[config.mk]
export PLATFORM = sky130hd
export DESIGN_NAME = load_lane_align
export DESIGN_NICKNAME = d
export VERILOG_FILES = /design/src/rtl/lla_pkg.sv /design/src/rtl/lla_misalign.sv /design/src/rtl/lla_lane_pick.sv /design/src/rtl/lla_out_reg.sv /design/src/rtl/load_lane_align.sv
export SDC_FILE = /design/constraint.sdc
export NUM_CORES = 1
export LEC_CHECK = 0
export BUFFER_PORTS_ARGS = -buffer_cell sky130_fd_sc_hd__buf_2
export CORE_MARGIN = 5
export CORE_UTILIZATION = 50
export CTS_BUF_LIST = sky130_fd_sc_hd__clkbuf_4
export DETAILED_ROUTE_END_ITERATION = 8
export GPL_TIMING_DRIVEN = 0
export PLACE_DENSITY = 0.82
export SLEW_MARGIN = 15
export SYNTH_ARGS = -nofsm -noshare
export SYNTH_HDL_FRONTEND = slang
export SYNTH_SLANG_ARGS = --single-unit
[constraint.sdc]
create_clock -name clk -period 2.6 [get_ports clk]
set_clock_uncertainty 0.05 [all_clocks]
set_input_delay 0.13 -clock clk [delete_from_list [all_inputs] [get_ports clk]]
set_output_delay 0.13 -clock clk [all_outputs]
set_load 0.1 [all_outputs]
[src/rtl/lla_pkg.sv]
package lla_pkg;
  typedef enum logic [1:0] {
    SZ_BYTE = 2'b00,
    SZ_HALF = 2'b01,
    SZ_WORD = 2'b10,
    SZ_BAD  = 2'b11
  } acc_size_e;

  typedef struct packed {
    logic [31:0] data;
    logic        fault;
    logic        bad_size;
  } lla_result_t;
endpackage

[src/rtl/lla_misalign.sv]
module lla_misalign
  import lla_pkg::*;
(
  input  logic [1:0] size,
  input  logic [1:0] addr,
  input  logic       chk,
  output logic       fault
);
  always_comb begin
    fault = 1'b0;
    if (chk) begin
      unique case (size)
        SZ_HALF: fault = addr[0];
        SZ_BYTE: fault = 1'b0;
        default: fault = |addr;
      endcase
    end
  end
endmodule

[src/rtl/lla_lane_pick.sv]
module lla_lane_pick
  import lla_pkg::*;
#(
  parameter int W = 32
) (
  input  logic [1:0]   size,
  input  logic [1:0]   addr,
  input  logic         big,
  input  logic [W-1:0] raw,
  output logic [W-1:0] value
);
  localparam int SHW = $clog2(W);
  logic [1:0]     lane;
  logic [SHW-1:0] shamt;
  logic [W-1:0]   shifted;

  always_comb begin
    unique case (size)
      SZ_BYTE: lane = addr ^ {big, big};
      SZ_HALF: lane = (addr & 2'b10) ^ {big, 1'b0};
      default: lane = 2'b00;
    endcase
    shamt   = SHW'({lane, 3'b000});
    shifted = raw >> shamt;
    unique case (size)
      SZ_BYTE: value = {{(W-8){1'b0}},  shifted[7:0]};
      SZ_HALF: value = {{(W-16){1'b0}}, shifted[15:0]};
      default: value = raw;
    endcase
  end
endmodule

[src/rtl/lla_out_reg.sv]
module lla_out_reg
  import lla_pkg::*;
(
  input  logic        clk,
  input  logic        rst_n,
  input  logic        in_valid,
  output logic        in_ready,
  input  lla_result_t in_res,
  output logic        out_valid,
  input  logic        out_ready,
  output lla_result_t out_res
);
  assign in_ready = !out_valid || out_ready;

  always_ff @(posedge clk) begin
    if (!rst_n) begin
      out_valid <= 1'b0;
      out_res   <= '0;
    end else if (in_ready) begin
      out_valid <= in_valid;
      if (in_valid) out_res <= in_res;
    end
  end
endmodule

[src/rtl/load_lane_align.sv]
module load_lane_align
  import lla_pkg::*;
#(
  parameter int W = 32
) (
  input  logic         clk,
  input  logic         rst_n,
  input  logic         in_valid,
  output logic         in_ready,
  input  logic [1:0]   in_size,
  input  logic [1:0]   in_addr,
  input  logic         in_big,
  input  logic         in_align_chk,
  input  logic [W-1:0] in_raw,
  output logic         out_valid,
  input  logic         out_ready,
  output logic [W-1:0] out_data,
  output logic         out_fault,
  output logic         out_bad_size
);
  logic        flt;
  logic [W-1:0] val;
  lla_result_t nxt, cur;

  lla_misalign u_mis (.size(in_size), .addr(in_addr), .chk(in_align_chk), .fault(flt));

  lla_lane_pick #(.W(W)) u_pick (
    .size(in_size), .addr(in_addr), .big(in_big), .raw(in_raw), .value(val)
  );

  always_comb begin
    nxt.data     = flt ? '0 : 32'(val);
    nxt.fault    = flt;
    nxt.bad_size = (in_size == SZ_BAD);
  end

  lla_out_reg u_reg (
    .clk(clk), .rst_n(rst_n), .in_valid(in_valid), .in_ready(in_ready),
    .in_res(nxt), .out_valid(out_valid), .out_ready(out_ready), .out_res(cur)
  );

  assign out_data     = W'(cur.data);
  assign out_fault    = cur.fault;
  assign out_bad_size = cur.bad_size;
endmodule

==> results of run 1 <==
==> registers in the layout, summed over array words and instances (netlist names) <==
name	count
u_reg.out_res	34
u_reg.out_valid	1
==> kinds of logic after synthesis <==
| kind of cell | count (synthesis) |
|---|---|
| XOR/XNOR | 3 |
| AO/OA/AOI/OAI | 87 |
| buffers and inverters | 25 |
| AND/OR/NAND/NOR | 89 |
| flip-flops | 35 |
==> area by class of cell <==
type	instances	area, sq um
Sequential cell	35	700.7
Inverter	3	11.26
Clock buffer	6	45.04
Multi-Input combinational cell	179	1094
Fill cell	348	1187
Timing Repair Buffer	86	480.5
Tap cell	48	60.06
Buffer	22	110.1
==> power groups by stage <==
stage / sequential (W) / combinational [W] / clock [W]
finish: 0.000573 / 0.000455 / 0.000285
global route: 0.000576 / 0.000483 / 0.000316
detailed placement: 0.000586 / 0.000440 / 0
CTS: 0.000573 / 0.000453 / 0.000289
global placement: 0.000585 / 0.000436 / 0
floorplan: 0.000764 / 0.000155 / 0
==> cell usage in the layout, fill, tap and decap left out <==
cell type / instances
or2_2: 1
a21oi_1: 28
buf_6: 2
nand3_1: 42
clkbuf_4: 6
dlygate4sd3_1: 10
clkinv_1: 1
buf_4: 1
clkbuf_1: 9
xnor2_1: 2
nor2_1: 1
o21ai_1: 1
a21boi_0: 9
o21a_1: 8
nand4_1: 1
inv_1: 2
nand2_1: 21
and2_1: 10
and3_2: 8
o221ai_1: 8
buf_2: 83
a2bb2oi_1: 8
xor2_2: 1
dfxtp_1: 35
nand2b_1: 3
or3_1: 1
o2bb2ai_1: 8
and4_1: 1
buf_1: 3
o2111ai_1: 8
o21ai_0: 9
==> worst max-delay path by stage <==
stage / end / slack, ns / depth (start not counted)
finish: in_ready / 0.71 / 4
global route: in_ready / 0.60 / 4
CTS: in_ready / 0.70 / 4
detailed placement: u_reg.out_res[5] / 1.0 / 6
global placement: u_reg.out_res[8] / 1.04 / 6
floorplan: u_reg.out_res[10] / 0.40 / 6
==> worst reg2reg max path: cells and delay by family, from the launching register on <==
family          cells  cell delay (ns)
simple gates        3             0.60
flops               1             0.32
compound gates      1             0.26
buf+inv             1             0.31
==> timing repair <==
action / in CTS / in global routing
gates resized for setup: 0 / 0
endpoints found under the setup margin: 0 / 0
setup buffers: 0 / 0
hold endpoints to repair: 10 / 0
hold buffers: 10 / 0
==> metal layers <==
layer,part of all wire,vias to the layer above
met3,0.063,16
met2,0.49,86
met5,0,-
met1,0.42,1019
li1,-,1072
met4,0.025,0
==> per-stage QoR <==
step | utilization | hold slack (ns) | setup slack, ns | instances | cell area, sq um
after CTS | 0.6781 | 0.001397 | 0.6996 | 379 | 2501
after global placement | 0.6387 | 0.3561 | 1.039 | 363 | 2356
final | 0.6781 | 0.004625 | 0.7093 | 379 | 2501
after detailed placement | 0.6387 | 0.3563 | 0.9971 | 363 | 2356
after global routing | 0.6781 | 0.004484 | 0.6022 | 379 | 2501
after floorplan | - | 0.2319 | 0.4003 | 239 | 1916
==> key figures, run 1 <==
Timing
  • Pins over their slew limit: 0
  • Clock period minus worst slack: 1.891 ns
  • Final worst-path cycle share: 0.7272
  • FMAX: 0.5289 GHz
  • Final setup fails: 0
  • Setup TNS: 0 ns
  • Slew at the pin with the worst max-slew slack: 0.5767 ns
  • Worst slew margin: 0.6128
  • Final hold violation count: 0
  • RSZ-0062 raised after global routing: false

Critical path
  • Crit. End Element: primary output
  • Worst-path cell chain: nand2b_1, buf_2, buf_2, buf_2
  • CP max stage delay: 0.46 ns
  • Register-to-register path setup slack: approximately 1 ns
  • Worst EP required: 2.42 ns
  • Crit-path max FO: 10
  • Crit-path most repeated cell: buf_2
  • Buf+Inv Stages, Crit Path: 3
  • Reg-to-reg critical path endpoint: u_reg.out_res[5]
  • Critical Path Start Type: flop
  • Reg-to-reg startpoint: u_reg.out_valid
  • Crit. Startpoint: u_reg.out_valid
  • Top Family by Delay on Critical Path: buffers and inverters
  • Worst endpoint data arrival time: 1.71 ns
  • Setup Crit Path Kind: flop to primary output
  • R2R depth: 5
  • Slowest CP cell: buf_2

Yosys
  • Mapped cell area: 1916 sq um
  • Syn nets: about 280
  • Synthesized area per cell: 8.015 sq um
  • Largest family of logic cells by synthesized area: compound AO/OA/AOI/OAI gates
  • Netlist cell types: 29
  • Post-synthesis simple-gate area fraction: 0.2410
  • Prevailing post-synth register cell: dfxtp_1
  • Synth Area in Adders: 0
  • Synth Area in XOR/XNOR: 0.01764
  • Count leader, synth: nand3_1
  • Register area share after synthesis: 0.3658
  • Post-synth ARST share: 0
  • Synth area leader: dfxtp_1
  • Post-synth EDFFs: 0
  • Syn. warnings: 0
  • Cells after synthesis: approximately 240
  • Compound-cell area share of the yosys netlist: 0.3122
  • Top cell type's share of synthesized area: 0.3658
  • Largest cells by area after synthesis: dfxtp_1, nand3_1, a21oi_1
  • Mux share of post-synthesis cell area: 0
  • Number of synthesized register bits: 35
  • Synth top cells by count: nand3_1, dfxtp_1, a21oi_1

Placement
  • Port bufs: 76
  • DP Wirelength: 4.607 mm
  • Final RePlAce weighted congestion: 0.8794

Global routing
  • Total grt overflow: 0
  • Met2 Resource Use GR: 0.3888
  • Met3 Usage GRT: 0.05679
  • Vias in the first global route: 2104
  • Largest net degree at the start of global routing: 11
  • Most used routing layer: met2
  • Antenna violations before repair: 0
  • Met1 usage: 0.2985
  • First-pass GRT wire length: ~9.8 mm
  • GRT Total Usage: 0.2378

Routing
  • Antenna-violating nets left: 0
  • Detailed Route Iter0 Violations: roughly 150
  • Avg Vias per Cell: ~5.8
  • Post-route DRC: 0
  • Routed len/inst: 16.04 microns
  • Vias: 2193
  • Length of the first detailed-routing pass in iterations: 4
  • Wirelength, routed: 6.081 mm

Die
  • Die ar.: 5169 sq um
  • Vert. Die Dim: 71.90 microns
  • Die X: roughly 72 microns
  • I/O pin count: 78
  • Num rows: 22
  • Total core area: 3689 sq um
  • Initial core utilization: 0.5193

Final layout
  • Nets: approximately 370
  • N_diodes: 0
  • Layout cell share with drive strength beyond 1: 0.3082
  • Synthesis-to-layout area growth: 30.57%

Power
  • Clock power share: 0.217
  • Leakage dissipation: between 1 and 1.5 nW
  • Max IR drop VDD: 0.3891 mV
  • Cell Pwr Density: 525.3 nW/um^2
  • Comb pwr share: 0.346
  • Internal: about 0.00079 W
  • Sequential Power Share: 0.436
  • Net Sw Frac: 0.3981
  • Tot Pwr: 0.001314 W
  • Net Switching: 0.0005231 W

Hold path
  • Class of the worst hold path: primary input to flop
  • Hold Crit Start: in_raw[31]
  • WHS Path Cells: 3
  • Hold Path Sink: u_reg.out_res[33]

CTS
  • Clock Path Buffers: 2
  • CTS buffer count: 5
  • H-Tree Depth: 2
  • Clk_lat worst skew: 0.34 ns
  • Clock Sinks: 35
  • Clk slew on worst S/H paths: 0.11 ns
  • CTS tree: yes
  • Root buffer cell: clkbuf_4

Flow run
  • Maxcap violations: 0

Outcome
  • Outcome: completed
Note: power is estimated with default switching activity, not from simulation.
==> run 2: changes to the inputs <==
==> constraint.sdc (replaced) <==
create_clock -name clk -period 1.89 [get_ports clk]
set_clock_uncertainty 0.05 [all_clocks]
set_input_delay 0.0945 -clock clk [delete_from_list [all_inputs] [get_ports clk]]
set_output_delay 0.0945 -clock clk [all_outputs]
set_load 0.1 [all_outputs]
==> run 2 against run 1 <==
  * Utilization up 1.7 points
  * Final area rose by 2.6%
  * Clock power grew 33%
  * Global-route usage fell by 0.29 points
  * Sequential share of layout area is 0.65 points lower
  * Hold slack better by 0.029 ns
  * Critical path type unchanged
  * Largest cell class unchanged
==> key figures, run 2 (synthesis results as in run 1) <==
Timing
  • Setup TNS: 0 ns (unchanged)
  • Hold slack: 0.03323 ns (+0.02860 ns)
  • Slew at the pin with the worst max-slew slack: 0.6203 ns (+0.04365 ns)
  • RSZ-0062 raised after global routing: false
  • Pins over their slew limit: 0 (unchanged)
  • Final worst slack: 0.1066 ns (-0.6027 ns)
  • Clock period minus worst slack: 1.783 ns
  • Worst slew margin: 0.5835 (-0.02931)
  • FMAX: 0.5607 GHz
  • Final hold violation count: 0 (unchanged)
  • Final worst-path cycle share: 0.9436
  • Final setup fails: 0 (unchanged)

Hold path
  • Class of the worst hold path: primary input to flop
  • Hold Crit Start: in_size[0]

Die
  • Num rows: 22 (unchanged)
  • Die ar.: 5169 sq um (unchanged)
  • Total core area: 3689 sq um (unchanged)
  • Die X: 71.90 microns (unchanged)
  • Initial core utilization: 0.5193 (unchanged)
  • I/O pin count: 78 (unchanged)
  • Vert. Die Dim: 71.90 microns (unchanged)

Placement
  • DP Worst Slack: 0.3312 ns (-0.6660 ns)
  • Final RePlAce weighted congestion: 0.8827 (+0.38%)
  • Port bufs: 76 (unchanged)
  • DP Wirelength: 4.548 mm (-1.3%)

Critical path
  • Crit. End Element: primary output
  • R2R depth: 5 (unchanged)
  • Worst endpoint data arrival time: 1.64 ns (-0.07 ns)
  • Crit path to: in_ready
  • Setup Crit Path Kind: flop to primary output
  • Reg-to-reg critical path endpoint: u_reg.out_res[9]
  • Crit. Startpoint: u_reg.out_valid
  • Register-to-register path setup slack: 0.29 ns (-0.69 ns)
  • Worst EP required: 1.75 ns (-0.67 ns)
  • Critical Path Start Type: flop
  • Reg-to-reg startpoint: u_reg.out_valid
  • Crit-path max FO: 10 (unchanged)

Final layout
  • Most frequent cells in the layout: buf_2, nand3_1, dfxtp_1
  • FILL cells: 340 (-2.3%)
  • Synthesis-to-layout area growth: 33.90%
  • N_diodes: 0 (unchanged)
  • Commonest non-fill, non-tap cell in the layout: buf_2
  • Largest Register: u_reg.out_res
  • Largest register FFs: 34 (unchanged)
  • Layout cell share with drive strength beyond 1: 0.3056 (-0.002519)
  • Nets: 380 (+1.6%)
  • Largest regs: u_reg.out_res (34), u_reg.out_valid (1)
  • Final core utilization: 0.6954 (+0.01730)

Routing
  • Routed len/inst: 15.79 microns (-1.6%)
  • Avg Vias per Cell: 5.860 (+1.3%)
  • Post-route DRC: 0 (unchanged)
  • Wirelength, routed: 6.079 mm (about the same)
  • Antenna-violating nets left: 0 (unchanged)
  • Vias: 2256 (+2.9%)
  • Length of the first detailed-routing pass in iterations: 4 (unchanged)
  • Detailed Route Iter0 Violations: 161 (+6.6%)

CTS
  • Clock Sinks: 35 (unchanged)
  • CTS tree: yes
  • Setup bufs post-CTS: 0 (unchanged)
  • Clock Path Buffers: 2 (unchanged)
  • CTS buffer count: 5 (unchanged)
  • Root buffer cell: clkbuf_4
  • H-Tree Depth: 2 (unchanged)
  • Clk slew on worst S/H paths: 0.09 ns (-0.02 ns)
  • Clk_lat worst skew: 0.33 ns (about the same)

Global routing
  • Vias in the first global route: 2092 (-0.57%)
  • First-pass GRT wire length: 9.611 mm (-1.5%)
  • Antenna violations before repair: 0 (unchanged)
  • Total grt overflow: 0 (unchanged)
  • Largest net degree at the start of global routing: 11 (unchanged)
  • GRT Total Usage: 0.2350 (-0.002860)

Power
  • Cell Pwr Density: 704.4 nW/um^2 (+34%)
  • Leakage dissipation: 1.098 nW (+2.5%)
  • Max IR drop VDD: 0.4057 mV (+4.3%)
  • Tot Pwr: 0.001807 W (+38%)

Outcome
  • Outcome: completed

Flow run
  • Maxcap violations: 0 (unchanged)
## run 2: changes by cell type in the layout (fill, tap and decap cells not counted)
cell           before  now
dlygate4sd3_1      10   16
dfxtp_2             0    1
clkbuf_4            6    7
buf_2              83   82
dfxtp_1            35   34
## run 2: worst max-delay path: stages, from the launching register on
cell,delay [ns]
dfxtp_2,0.33
nand2b_1,0.11
buf_2,0.23
buf_2,0.26
clkbuf_4,0.37
## run 2: worst min-delay path by stage
stage               slack (ns)  cells after the start           endpoint
global placement          0.32                      3  u_reg.out_res[22]
CTS                       0.03                      3   u_reg.out_res[0]
global route              0.04                      2  u_reg.out_res[12]
detailed placement        0.32                      3  u_reg.out_res[20]
finish                    0.03                      3   u_reg.out_res[0]
floorplan                 0.20                      2  u_reg.out_res[18]
## run 2: routing by layer
metal | up-vias | routed length, microns | global-route usage
li1 | 1084 | - | -
met1 | 1057 | 2563 | 0.3068
met2 | 102 | 2906 | 0.3847
met3 | 13 | 493 | 0.04155
met4 | 0 | 116 | 0.09395
met5 | - | 0 | 0
## run 2: through the flow
| stage | instance area, sq um | std cells |
|---|---|---|
| final | 2565 | 385 |
| after global routing | 2565 | 385 |
| after CTS | 2562 | 385 |
| after detailed placement | 2357 | 363 |
| after global placement | 2357 | 363 |
| after floorplan | 1917 | 239 |
## run 2: what timing repair did
item | in CTS | in global routing
hold buffers | 16 | 0
setup endpoints to repair | 0 | 1
resized for setup | 0 | 1
endpoints found under the hold margin | 16 | 0
## run 2: final cells by class
class                   instances  area [sq um]  area share
inverters                       3         11.26    0.004390
plain buffers                  22         110.1     0.04293
flip-flops and latches         35         701.9      0.2737
multi-input cells             179          1094      0.4263
repair buffers                 92         543.0      0.2117
well taps                      48         60.06     0.02341
clock buffers                   6         45.04     0.01756
## run 2: power by group
part,switching (W),internal (W),leakage (nW)
logic,0.000460,0.000178,0.785
clock network,0.000233,0.000147,0.0276
registers,0.0000168,0.000772,0.285
